`src/rtl/phy_win_pkg.sv`:
```
package phy_win_pkg;

  localparam int PHY_AW = 16;
  localparam int DEV_W  = 5;
  localparam int BUS_AW = 12;

  // page (window) register offset on the bus
  localparam logic [BUS_AW-1:0] WIN_OFF = 12'h800;

  // indirect register triplet inside the PHY address space
  localparam logic [PHY_AW-1:0] IND_CTL  = 16'h80A0;
  localparam logic [PHY_AW-1:0] IND_ADDR = 16'h80A1;
  localparam logic [PHY_AW-1:0] IND_DATA = 16'h80A2;

  localparam int CTL_GO_BIT   = 0;
  localparam int CTL_WR_BIT   = 1;
  localparam int CTL_BUSY_BIT = 0;

  typedef enum logic [2:0] {
    SQ_IDLE,
    SQ_POLL,
    SQ_GAP,
    SQ_SETADDR,
    SQ_SETDATA,
    SQ_KICK,
    SQ_FETCH
  } seq_state_t;

  typedef enum logic [1:0] {
    XF_IDLE,
    XF_WIN,
    XF_ACC
  } xfer_state_t;

  // page word: device in the upper field, top seven address bits below
  function automatic logic [BUS_AW-1:0] win_word(input logic [DEV_W-1:0] dev,
                                                  input logic [PHY_AW-1:0] a);
    return {dev, a[15:9]};
  endfunction

  // slot byte offset inside the page
  function automatic logic [BUS_AW-1:0] slot_off(input logic [PHY_AW-1:0] a);
    return {1'b0, a[8:0], 2'b00};
  endfunction

endpackage

```
`src/rtl/phy_win_pacer.sv`:
```
module phy_win_pacer
  import phy_win_pkg::*;
#(
  parameter int POLL_GAP   = 625,
  parameter int POLL_LIMIT = 1000
) (
  input  logic clk,
  input  logic rst_n,
  input  logic gap_load,
  input  logic polls_clr,
  input  logic busy_seen,
  output logic gap_done,
  output logic limit_hit
);

  localparam int GAP_W = (POLL_GAP   > 1) ? $clog2(POLL_GAP + 1)   : 1;
  localparam int LIM_W = (POLL_LIMIT > 1) ? $clog2(POLL_LIMIT + 1) : 1;

  logic [GAP_W-1:0] gap_q, gap_d;
  logic             gap_en;
  logic [LIM_W-1:0] polls_q, polls_d;
  logic             polls_en;

  // gap down-counter
  always_comb begin
    gap_en = gap_load || (gap_q != '0);
    gap_d  = gap_load ? GAP_W'(POLL_GAP - 1) : (gap_q - GAP_W'(1));
  end

  always_ff @(posedge clk or negedge rst_n) begin
    if (!rst_n)      gap_q <= '0;
    else if (gap_en) gap_q <= gap_d;
  end

  assign gap_done = (gap_q == '0);

  // busy-answer counter for one wait
  always_comb begin
    polls_en = polls_clr || busy_seen;
    polls_d  = polls_clr ? '0 : (polls_q + LIM_W'(1));
  end

  always_ff @(posedge clk or negedge rst_n) begin
    if (!rst_n)        polls_q <= '0;
    else if (polls_en) polls_q <= polls_d;
  end

  assign limit_hit = busy_seen && (polls_q == LIM_W'(POLL_LIMIT - 1));

  AST_POLLS_BOUND: assert property (@(posedge clk) disable iff (!rst_n)
    polls_q < LIM_W'(POLL_LIMIT));

endmodule

```
`src/rtl/phy_win_xfer.sv`:
```
module phy_win_xfer
  import phy_win_pkg::*;
#(
  parameter int DW = 16
) (
  input  logic              clk,
  input  logic              rst_n,
  input  logic              go,
  input  logic              wr,
  input  logic [DEV_W-1:0]  dev,
  input  logic [PHY_AW-1:0] reg_addr,
  input  logic [DW-1:0]     wdata,
  output logic              ack,
  output logic [DW-1:0]     rdata,
  output logic              bus_valid,
  output logic              bus_write,
  output logic [BUS_AW-1:0] bus_addr,
  output logic [DW-1:0]     bus_wdata,
  input  logic              bus_ready,
  input  logic [DW-1:0]     bus_rdata
);

  xfer_state_t       st_q, st_d;
  logic              cap_en;
  logic              wr_q;
  logic [DEV_W-1:0]  dev_q;
  logic [PHY_AW-1:0] ra_q;
  logic [DW-1:0]     wd_q;

  assign cap_en = (st_q == XF_IDLE) && go;

  always_comb begin
    st_d = st_q;
    case (st_q)
      XF_IDLE: if (go)        st_d = XF_WIN;
      XF_WIN:  if (bus_ready) st_d = XF_ACC;
      XF_ACC:  if (bus_ready) st_d = XF_IDLE;
      default:                st_d = XF_IDLE;
    endcase
  end

  always_ff @(posedge clk or negedge rst_n) begin
    if (!rst_n) st_q <= XF_IDLE;
    else        st_q <= st_d;
  end

  always_ff @(posedge clk or negedge rst_n) begin
    if (!rst_n) begin
      wr_q  <= 1'b0;
      dev_q <= '0;
      ra_q  <= '0;
      wd_q  <= '0;
    end else if (cap_en) begin
      wr_q  <= wr;
      dev_q <= dev;
      ra_q  <= reg_addr;
      wd_q  <= wdata;
    end
  end

  assign bus_valid = (st_q != XF_IDLE);
  assign bus_write = (st_q == XF_WIN) || ((st_q == XF_ACC) && wr_q);
  assign bus_addr  = (st_q == XF_WIN) ? WIN_OFF : slot_off(ra_q);
  assign bus_wdata = (st_q == XF_WIN) ? DW'(win_word(dev_q, ra_q)) : wd_q;
  assign ack       = (st_q == XF_ACC) && bus_ready;
  assign rdata     = bus_rdata;

  AST_BUS_HOLD: assert property (@(posedge clk) disable iff (!rst_n)
    bus_valid && !bus_ready |=> bus_valid && $stable(bus_addr) && $stable(bus_write) && $stable(bus_wdata));

  AST_WIN_IS_WRITE: assert property (@(posedge clk) disable iff (!rst_n)
    bus_valid && (bus_addr == WIN_OFF) |-> bus_write);

  AST_SLOT_AFTER_WIN: assert property (@(posedge clk) disable iff (!rst_n)
    $rose(bus_valid && (bus_addr != WIN_OFF)) |-> $past(bus_valid && bus_ready && (bus_addr == WIN_OFF)));

endmodule

```
`src/rtl/phy_win_master.sv`:
```
module phy_win_master
  import phy_win_pkg::*;
#(
  parameter int DW         = 16,
  parameter int POLL_GAP   = 625,
  parameter int POLL_LIMIT = 1000
) (
  input  logic              clk,
  input  logic              rst_n,
  input  logic              req_valid,
  output logic              req_ready,
  input  logic              req_write,
  input  logic [4:0]        req_dev,
  input  logic [15:0]       req_addr,
  input  logic [DW-1:0]     req_wdata,
  output logic              req_done,
  output logic              req_err,
  output logic [DW-1:0]     req_rdata,
  output logic              bus_valid,
  output logic              bus_write,
  output logic [11:0]       bus_addr,
  output logic [DW-1:0]     bus_wdata,
  input  logic              bus_ready,
  input  logic [DW-1:0]     bus_rdata
);

  // reset: asserted asynchronously, released on the clock
  logic [1:0] rsync_q;
  logic       rst_ln;

  always_ff @(posedge clk or negedge rst_n) begin
    if (!rst_n) rsync_q <= 2'b00;
    else        rsync_q <= {rsync_q[0], 1'b1};
  end

  assign rst_ln = rsync_q[1];

  seq_state_t        st_q, st_d;
  logic              phase_q, phase_d;
  logic              wr_q;
  logic [DEV_W-1:0]  dev_q;
  logic [PHY_AW-1:0] addr_q;
  logic [DW-1:0]     wd_q;
  logic [DW-1:0]     rdata_q, rdata_d;
  logic              rdata_en;
  logic              done_q, done_d;
  logic              err_q, err_d;

  logic              accept;
  logic              x_go, x_wr, x_ack;
  logic [PHY_AW-1:0] x_reg;
  logic [DW-1:0]     x_wdata, x_rdata;
  logic              busy_seen, gap_load, polls_clr, gap_done, limit_hit;
  logic [DW-1:0]     kick_word;

  assign accept = (st_q == SQ_IDLE) && req_valid;

  always_comb begin
    kick_word             = '0;
    kick_word[CTL_GO_BIT] = 1'b1;
    kick_word[CTL_WR_BIT] = wr_q;
  end

  // per-state transfer selection
  always_comb begin
    x_go    = 1'b0;
    x_wr    = 1'b0;
    x_reg   = IND_CTL;
    x_wdata = '0;
    case (st_q)
      SQ_POLL:    begin x_go = 1'b1; end
      SQ_SETADDR: begin x_go = 1'b1; x_wr = 1'b1; x_reg = IND_ADDR; x_wdata = DW'(addr_q); end
      SQ_SETDATA: begin x_go = 1'b1; x_wr = 1'b1; x_reg = IND_DATA; x_wdata = wd_q; end
      SQ_KICK:    begin x_go = 1'b1; x_wr = 1'b1; x_reg = IND_CTL;  x_wdata = kick_word; end
      SQ_FETCH:   begin x_go = 1'b1; x_reg = IND_DATA; end
      default:    begin x_go = 1'b0; end
    endcase
  end

  assign busy_seen = (st_q == SQ_POLL) && x_ack && x_rdata[CTL_BUSY_BIT];
  assign gap_load  = busy_seen && !limit_hit;
  assign polls_clr = accept || limit_hit || ((st_q == SQ_KICK) && x_ack);

  // sequence next-state
  always_comb begin
    st_d     = st_q;
    phase_d  = phase_q;
    done_d   = 1'b0;
    err_d    = 1'b0;
    rdata_en = 1'b0;
    rdata_d  = rdata_q;
    case (st_q)
      SQ_IDLE: begin
        if (req_valid) begin
          st_d    = SQ_POLL;
          phase_d = 1'b0;
        end
      end
      SQ_POLL: begin
        if (x_ack) begin
          if (x_rdata[CTL_BUSY_BIT]) begin
            if (limit_hit) begin
              st_d     = SQ_IDLE;
              done_d   = 1'b1;
              err_d    = 1'b1;
              rdata_en = 1'b1;
              rdata_d  = '0;
            end else begin
              st_d = SQ_GAP;
            end
          end else begin
            st_d = phase_q ? SQ_FETCH : SQ_SETADDR;
          end
        end
      end
      SQ_GAP: begin
        if (gap_done) st_d = SQ_POLL;
      end
      SQ_SETADDR: begin
        if (x_ack) st_d = wr_q ? SQ_SETDATA : SQ_KICK;
      end
      SQ_SETDATA: begin
        if (x_ack) st_d = SQ_KICK;
      end
      SQ_KICK: begin
        if (x_ack) begin
          if (wr_q) begin
            st_d   = SQ_IDLE;
            done_d = 1'b1;
          end else begin
            st_d    = SQ_POLL;
            phase_d = 1'b1;
          end
        end
      end
      SQ_FETCH: begin
        if (x_ack) begin
          st_d     = SQ_IDLE;
          done_d   = 1'b1;
          rdata_en = 1'b1;
          rdata_d  = x_rdata;
        end
      end
      default: st_d = SQ_IDLE;
    endcase
  end

  always_ff @(posedge clk or negedge rst_ln) begin
    if (!rst_ln) begin
      st_q    <= SQ_IDLE;
      phase_q <= 1'b0;
      done_q  <= 1'b0;
      err_q   <= 1'b0;
    end else begin
      st_q    <= st_d;
      phase_q <= phase_d;
      done_q  <= done_d;
      err_q   <= err_d;
    end
  end

  always_ff @(posedge clk or negedge rst_ln) begin
    if (!rst_ln) begin
      wr_q   <= 1'b0;
      dev_q  <= '0;
      addr_q <= '0;
      wd_q   <= '0;
    end else if (accept) begin
      wr_q   <= req_write;
      dev_q  <= req_dev;
      addr_q <= req_addr;
      wd_q   <= req_wdata;
    end
  end

  always_ff @(posedge clk or negedge rst_ln) begin
    if (!rst_ln)       rdata_q <= '0;
    else if (rdata_en) rdata_q <= rdata_d;
  end

  phy_win_xfer #(.DW(DW)) xfer_i (
    .clk       (clk),
    .rst_n     (rst_ln),
    .go        (x_go),
    .wr        (x_wr),
    .dev       (dev_q),
    .reg_addr  (x_reg),
    .wdata     (x_wdata),
    .ack       (x_ack),
    .rdata     (x_rdata),
    .bus_valid (bus_valid),
    .bus_write (bus_write),
    .bus_addr  (bus_addr),
    .bus_wdata (bus_wdata),
    .bus_ready (bus_ready),
    .bus_rdata (bus_rdata)
  );

  phy_win_pacer #(.POLL_GAP(POLL_GAP), .POLL_LIMIT(POLL_LIMIT)) pacer_i (
    .clk       (clk),
    .rst_n     (rst_ln),
    .gap_load  (gap_load),
    .polls_clr (polls_clr),
    .busy_seen (busy_seen),
    .gap_done  (gap_done),
    .limit_hit (limit_hit)
  );

  assign req_ready = (st_q == SQ_IDLE);
  assign req_done  = done_q;
  assign req_err   = err_q;
  assign req_rdata = rdata_q;

  AST_DONE_PULSE: assert property (@(posedge clk) disable iff (!rst_ln)
    req_done |=> !req_done);

  AST_ERR_WITH_DONE: assert property (@(posedge clk) disable iff (!rst_ln)
    req_err |-> req_done);

  AST_READY_ON_ACCEPT: assert property (@(posedge clk) disable iff (!rst_ln)
    $fell(req_ready) |-> $past(req_valid));

  AST_QUIET_GAP: assert property (@(posedge clk) disable iff (!rst_ln)
    (st_q == SQ_GAP) |-> !bus_valid);

endmodule

```
`config.mk`:
```
export PLATFORM = sky130hd
export DESIGN_NAME = phy_win_master
export DESIGN_NICKNAME = d
export VERILOG_FILES = /design/src/rtl/phy_win_pkg.sv /design/src/rtl/phy_win_pacer.sv /design/src/rtl/phy_win_xfer.sv /design/src/rtl/phy_win_master.sv
export SDC_FILE = /design/constraint.sdc
export NUM_CORES = 1
export LEC_CHECK = 0
export BUFFER_PORTS_ARGS = -buffer_cell sky130_fd_sc_hd__buf_2
export CORE_MARGIN = 1.5
export CORE_UTILIZATION = 50
export DETAILED_ROUTE_END_ITERATION = 8
export GPL_ROUTABILITY_DRIVEN = 0
export GPL_TIMING_DRIVEN = 0
export PLACE_DENSITY = 0.73
export SYNTH_ARGS = -nofsm -noshare
export SYNTH_HDL_FRONTEND = slang
export SYNTH_HIERARCHICAL = 1
export SYNTH_SLANG_ARGS = --single-unit
export TNS_END_PERCENT = 20
```
`constraint.sdc`:
```
create_clock -name clk -period 4.3 [get_ports clk]
set_input_delay 0.43 -clock clk [delete_from_list [all_inputs] [get_ports clk]]
set_output_delay 0.43 -clock clk [all_outputs]
set_load 0.01 [all_outputs]
```
==> out/qor.log <==
INFO  logic_synthesis postSynth.asyncResetShare=100%
INFO  global_route   grtUsageTotal=20.2%
INFO  logic_synthesis dominant_combinational_cell_family_by_area_after_synthesis=multiplexers
INFO  layout         finalInstanceArea=7250squm
INFO  global_route   first_global_vias=4037
INFO  worst_setup_path critical_path_arrival=3.49ns
INFO  die            ios=107
INFO  placement      placed_standard_cell_area=6650squm
INFO  logic_synthesis ys.flop_type=dfrtp_1
INFO  detailed_routing dr_total_vias=3910
INFO  logic_synthesis ys_seq_area_share=51.3%
INFO  die            start_util=51.7%
INFO  detailed_routing antenna_nets_post_route=0
INFO  layout         area_growth=21.8%
INFO  worst_setup_path critical_path_s_largest_stage_delay=0.55ns
INFO  logic_synthesis synth_mux_area_share=20.7%
INFO  power_and_ir_drop power_per_cell_area=739nW/um^2
INFO  layout         final_nets=633
INFO  placement      placement.io_buffers=88
INFO  logic_synthesis post_synthesis_cell_area=5950squm
INFO  logic_synthesis synth-edff-count=0
INFO  power_and_ir_drop leak_pwr=3.54nW
INFO  detailed_routing drc_errors=11
INFO  placement      dp_worst_setup_slack=1.15ns
INFO  sta            maxSlewHeadroom=48.5%
INFO  logic_synthesis syn-instance-count=450
INFO  global_route   overflow=0
INFO  die            fp.dieW=112um
INFO  layout         drive_above_1_share=43.3%
INFO  clock_tree     tritoncts=built
INFO  power_and_ir_drop power.clock.fraction=25.9%
INFO  die            num_rows=39
INFO  clock_tree     tritoncts.num_buffers=17
INFO  clock_tree     post_cts_resized=0
INFO  clock_tree     htree_num_levels=4
INFO  detailed_routing avgViaCountPerCell=5.36
INFO  logic_synthesis yosys_register_bits=122
INFO  logic_synthesis synth-adder-area-share=0.421%
INFO  logic_synthesis synthesis.yosys.warnings=6
INFO  sta            hold-worst-slack=0.244ns
INFO  sta            timing.final.setup_violations=0
INFO  worst_setup_path crit_path_max_fanout=10
INFO  worst_hold_path hp-class=input port to flop
INFO  flow_run       cap_violations=0
INFO  worst_setup_path worst_path_max_delay_cell=or4_1
INFO  power_and_ir_drop combinationalPowerShare=38.9%
INFO  layout         filler_cell_count=886
INFO  power_and_ir_drop totalPowerFinal=5.35mW
INFO  global_route   grt_pass1_wl=19900um
INFO  die            die_height=112um
INFO  layout         seq_area=3060squm
INFO  worst_setup_path setup.worst_path.end_class=flop
INFO  layout         diodes=0
INFO  die            floorplan.die_area=12600squm
INFO  logic_synthesis ys_types=58
INFO  sta            slew_viol_final=0
INFO  sta            finalWorstPathRequiredPeriod=3.17ns
INFO  detailed_routing routed_wl=11800um
INFO  power_and_ir_drop power.sequential.fraction=35.3%
INFO  logic_synthesis synth_simple_gate_area_share=9.65%
INFO  sta            skew=0.00600ns
INFO  clock_tree     clkSinkCount=122
INFO  clock_tree     cts_root_buf=clkbuf_16
INFO  clock_tree     post_cts.repair.setup_buffers=0
INFO  sta            timing.final.ws_setup=1.13ns
INFO  placement      dp_hpwl=8230um
INFO  clock_tree     cts.path.max_buffers=2
INFO  layout         multiInputGateArea=2500squm
INFO  detailed_routing drtPass1Iterations=7
INFO  logic_synthesis syn-mean-instance-area=13.2squm
INFO  detailed_routing detail_route.iter0.violations=135
INFO  logic_synthesis post_synthesis_share_of_cell_area_spent_on_xor_and_xnor_gates=0.589%
INFO  detailed_routing detail_route.wl_per_cell=16.2um
INFO  power_and_ir_drop total_switching_power=1.71mW
INFO  clock_tree     clk_latency=0.41ns
INFO  sta            rsz0062_at_grt=false
INFO  die            core_region_area=11500squm
INFO  sta            period_share=73.6%
INFO  logic_synthesis share_of_the_synthesized_area_in_compound_gates_ao_oa_aoi_oai=9.63%
INFO  global_route   initial_antenna_violation_count=0
INFO  status         violations=design-rule violations
INFO  clock_tree     clkSlewWorstSetupHoldPaths=0.05ns
INFO  power_and_ir_drop power.share.switching=32.0%
INFO  worst_setup_path critical_path.cell_chain=nor2b_1 > and2_1 > buf_2 > nor3b_1 > buf_2 > nand3_1 > nor2_1 > or3_1 > o211ai_1 > or4_1 > a21oi_1
INFO  sta            worst_slew_pin_slew=0.772ns
INFO  worst_setup_path setup.worst_path.start_class=flop
INFO  layout         finalCoreUtilization=62.9%
INFO  status         outcome=finished, violations left
INFO  placement      placed_cells=696
INFO  worst_setup_path path_common_cell=buf_2
INFO  worst_setup_path critical_path_class=flop to flop
INFO  layout         post_layout_nonfiller_instances=729
INFO  worst_setup_path cp_data_required_time=4.62ns
INFO  global_route   grt_start_max_net_pins=64
INFO  sta            report.final.hold_viol_count=0
INFO  sta            fmax=316MHz
INFO  power_and_ir_drop cell_internal_pwr=3.64mW
INFO  sta            finalSetupTns=0ns
INFO  power_and_ir_drop worst_ir_drop_vdd=0.000386V
INFO  clock_tree     cts.hold.buffers_added=1
-- power groups by stage --
stage	registers, mW	logic [mW]	clock network [mW]
CTS	1.89	2.10	1.42
detailed placement	1.90	2.09	0
global placement	1.88	2.02	0
finish	1.89	2.08	1.39
floorplan	1.81	1.62	0
global route	1.95	2.24	1.48
-- cells in the final DEF (no fill, tap or decap), types with 3 or more instances in the layout --
cell	instances
or4_1	4
nand2b_1	3
nand4_1	3
mux2i_1	3
a21oi_1	11
nor3_1	4
buf_6	9
mux2_1	20
buf_4	25
mux2_4	41
clkinvlp_4	4
a21o_1	3
clkbuf_1	3
and2_1	4
buf_12	4
inv_6	3
xor2_1	3
or3_1	4
buf_2	93
clkinv_2	4
nor3b_2	3
a22o_1	30
nor2_1	16
inv_1	11
mux2_2	32
dfrtp_1	121
conb_1	17
nor2b_1	17
clkbuf_16	17
o21ai_0	7
nand2_1	13
o311ai_0	3
nand3_1	4
o31ai_1	8
-- logic make-up (layout without fill, tap and decap cells) --
kind of cell	count (synthesis)	count (layout)
AOI/OAI and AO/OA	73	73
adders and majority gates	2	2
DFF	122	122
and+or+nand+nor	93	93
other	3	17
xor gates and xnor gates	4	4
buffers and inverters	57	179
muxes	96	96
-- critical path, delay by kind of cell, from the launching register on --
kind,cells,cell delay [ns]
AO/OA/AOI/OAI,2,0.44
AND/OR/NAND/NOR,7,1.76
flip-flops,1,0.42
buffers and inverters,2,0.47
-- cell type report --
cell class              instances  area share (%)
well taps                     143            2.47
repair buffers                 90            6.60
plain buffers                  46            5.59
clock buffers                  18            6.06
inverters                      11           0.570
flip-flops and latches        122            42.2
clock inverters                14            2.00
multi-input cells             285            34.5
-- flip-flops by register name, summed over array words and instances, names as in the netlist, 5 cells and up --
name             flops
pacer_i/gap_q       10
dev_q                5
xfer_i/wd_q         16
addr_q              16
req_rdata           16
wd_q                16
pacer_i/polls_q     10
xfer_i/ra_q         16
xfer_i/dev_q         5
-- routing by layer --
layer	part of all wire, %	wire length, um	track usage [%]
met3	6.5	763	5.83
met1	43	5050	25.9
met2	49	5770	32.6
met4	1.7	204	7.68
met5	0	0	0
-- final timing paths --
path | startpoint | depth (start not counted) | endpoint | slack, ns
max | xfer_i/st_q[1] | 11 | pacer_i/polls_q[6] | 1.13
min | bus_rdata[2] | 2 | req_rdata[2] | 0.24
max reg2reg | xfer_i/st_q[1] | 11 | pacer_i/polls_q[6] | 1.13
min reg2reg | rsync_q[0] | 0 | rsync_q[1] | 0.35
max in group asynchronous | rsync_q[1] | 1 | xfer_i/ra_q[6] | 3.14
min in group asynchronous | rst_n | 2 | rsync_q[0] | 0.33
-- cells in the mapped netlist, types with 3 or more instances --
cell type	count	area, sq um
mux2_2	32	360
dfrtp_1	122	3050
inv_1	11	41.3
mux2_1	20	225
conb_1	3	11.3
mux2_4	41	616
nor2_1	16	60.1
o21ai_0	7	35.0
buf_12	4	80.1
nor2b_1	17	106
o31ai_1	8	60.1
nor3_1	4	20.0
buf_4	25	188
nand4_1	3	18.8
nand3_1	4	20.0
buf_2	5	25.0
nand2b_1	3	18.8
and2_1	4	25.0
or3_1	4	25.0
buf_6	9	101
a22o_1	30	263
o311ai_0	3	26.3
nor3b_2	3	37.5
a21o_1	3	22.5
a21oi_1	11	55.1
mux2i_1	3	30.0
nand2_1	13	48.8
clkbuf_1	3	11.3
xor2_1	3	26.3
or4_1	4	30.0
Note: power is estimated with default switching activity, not from simulation.
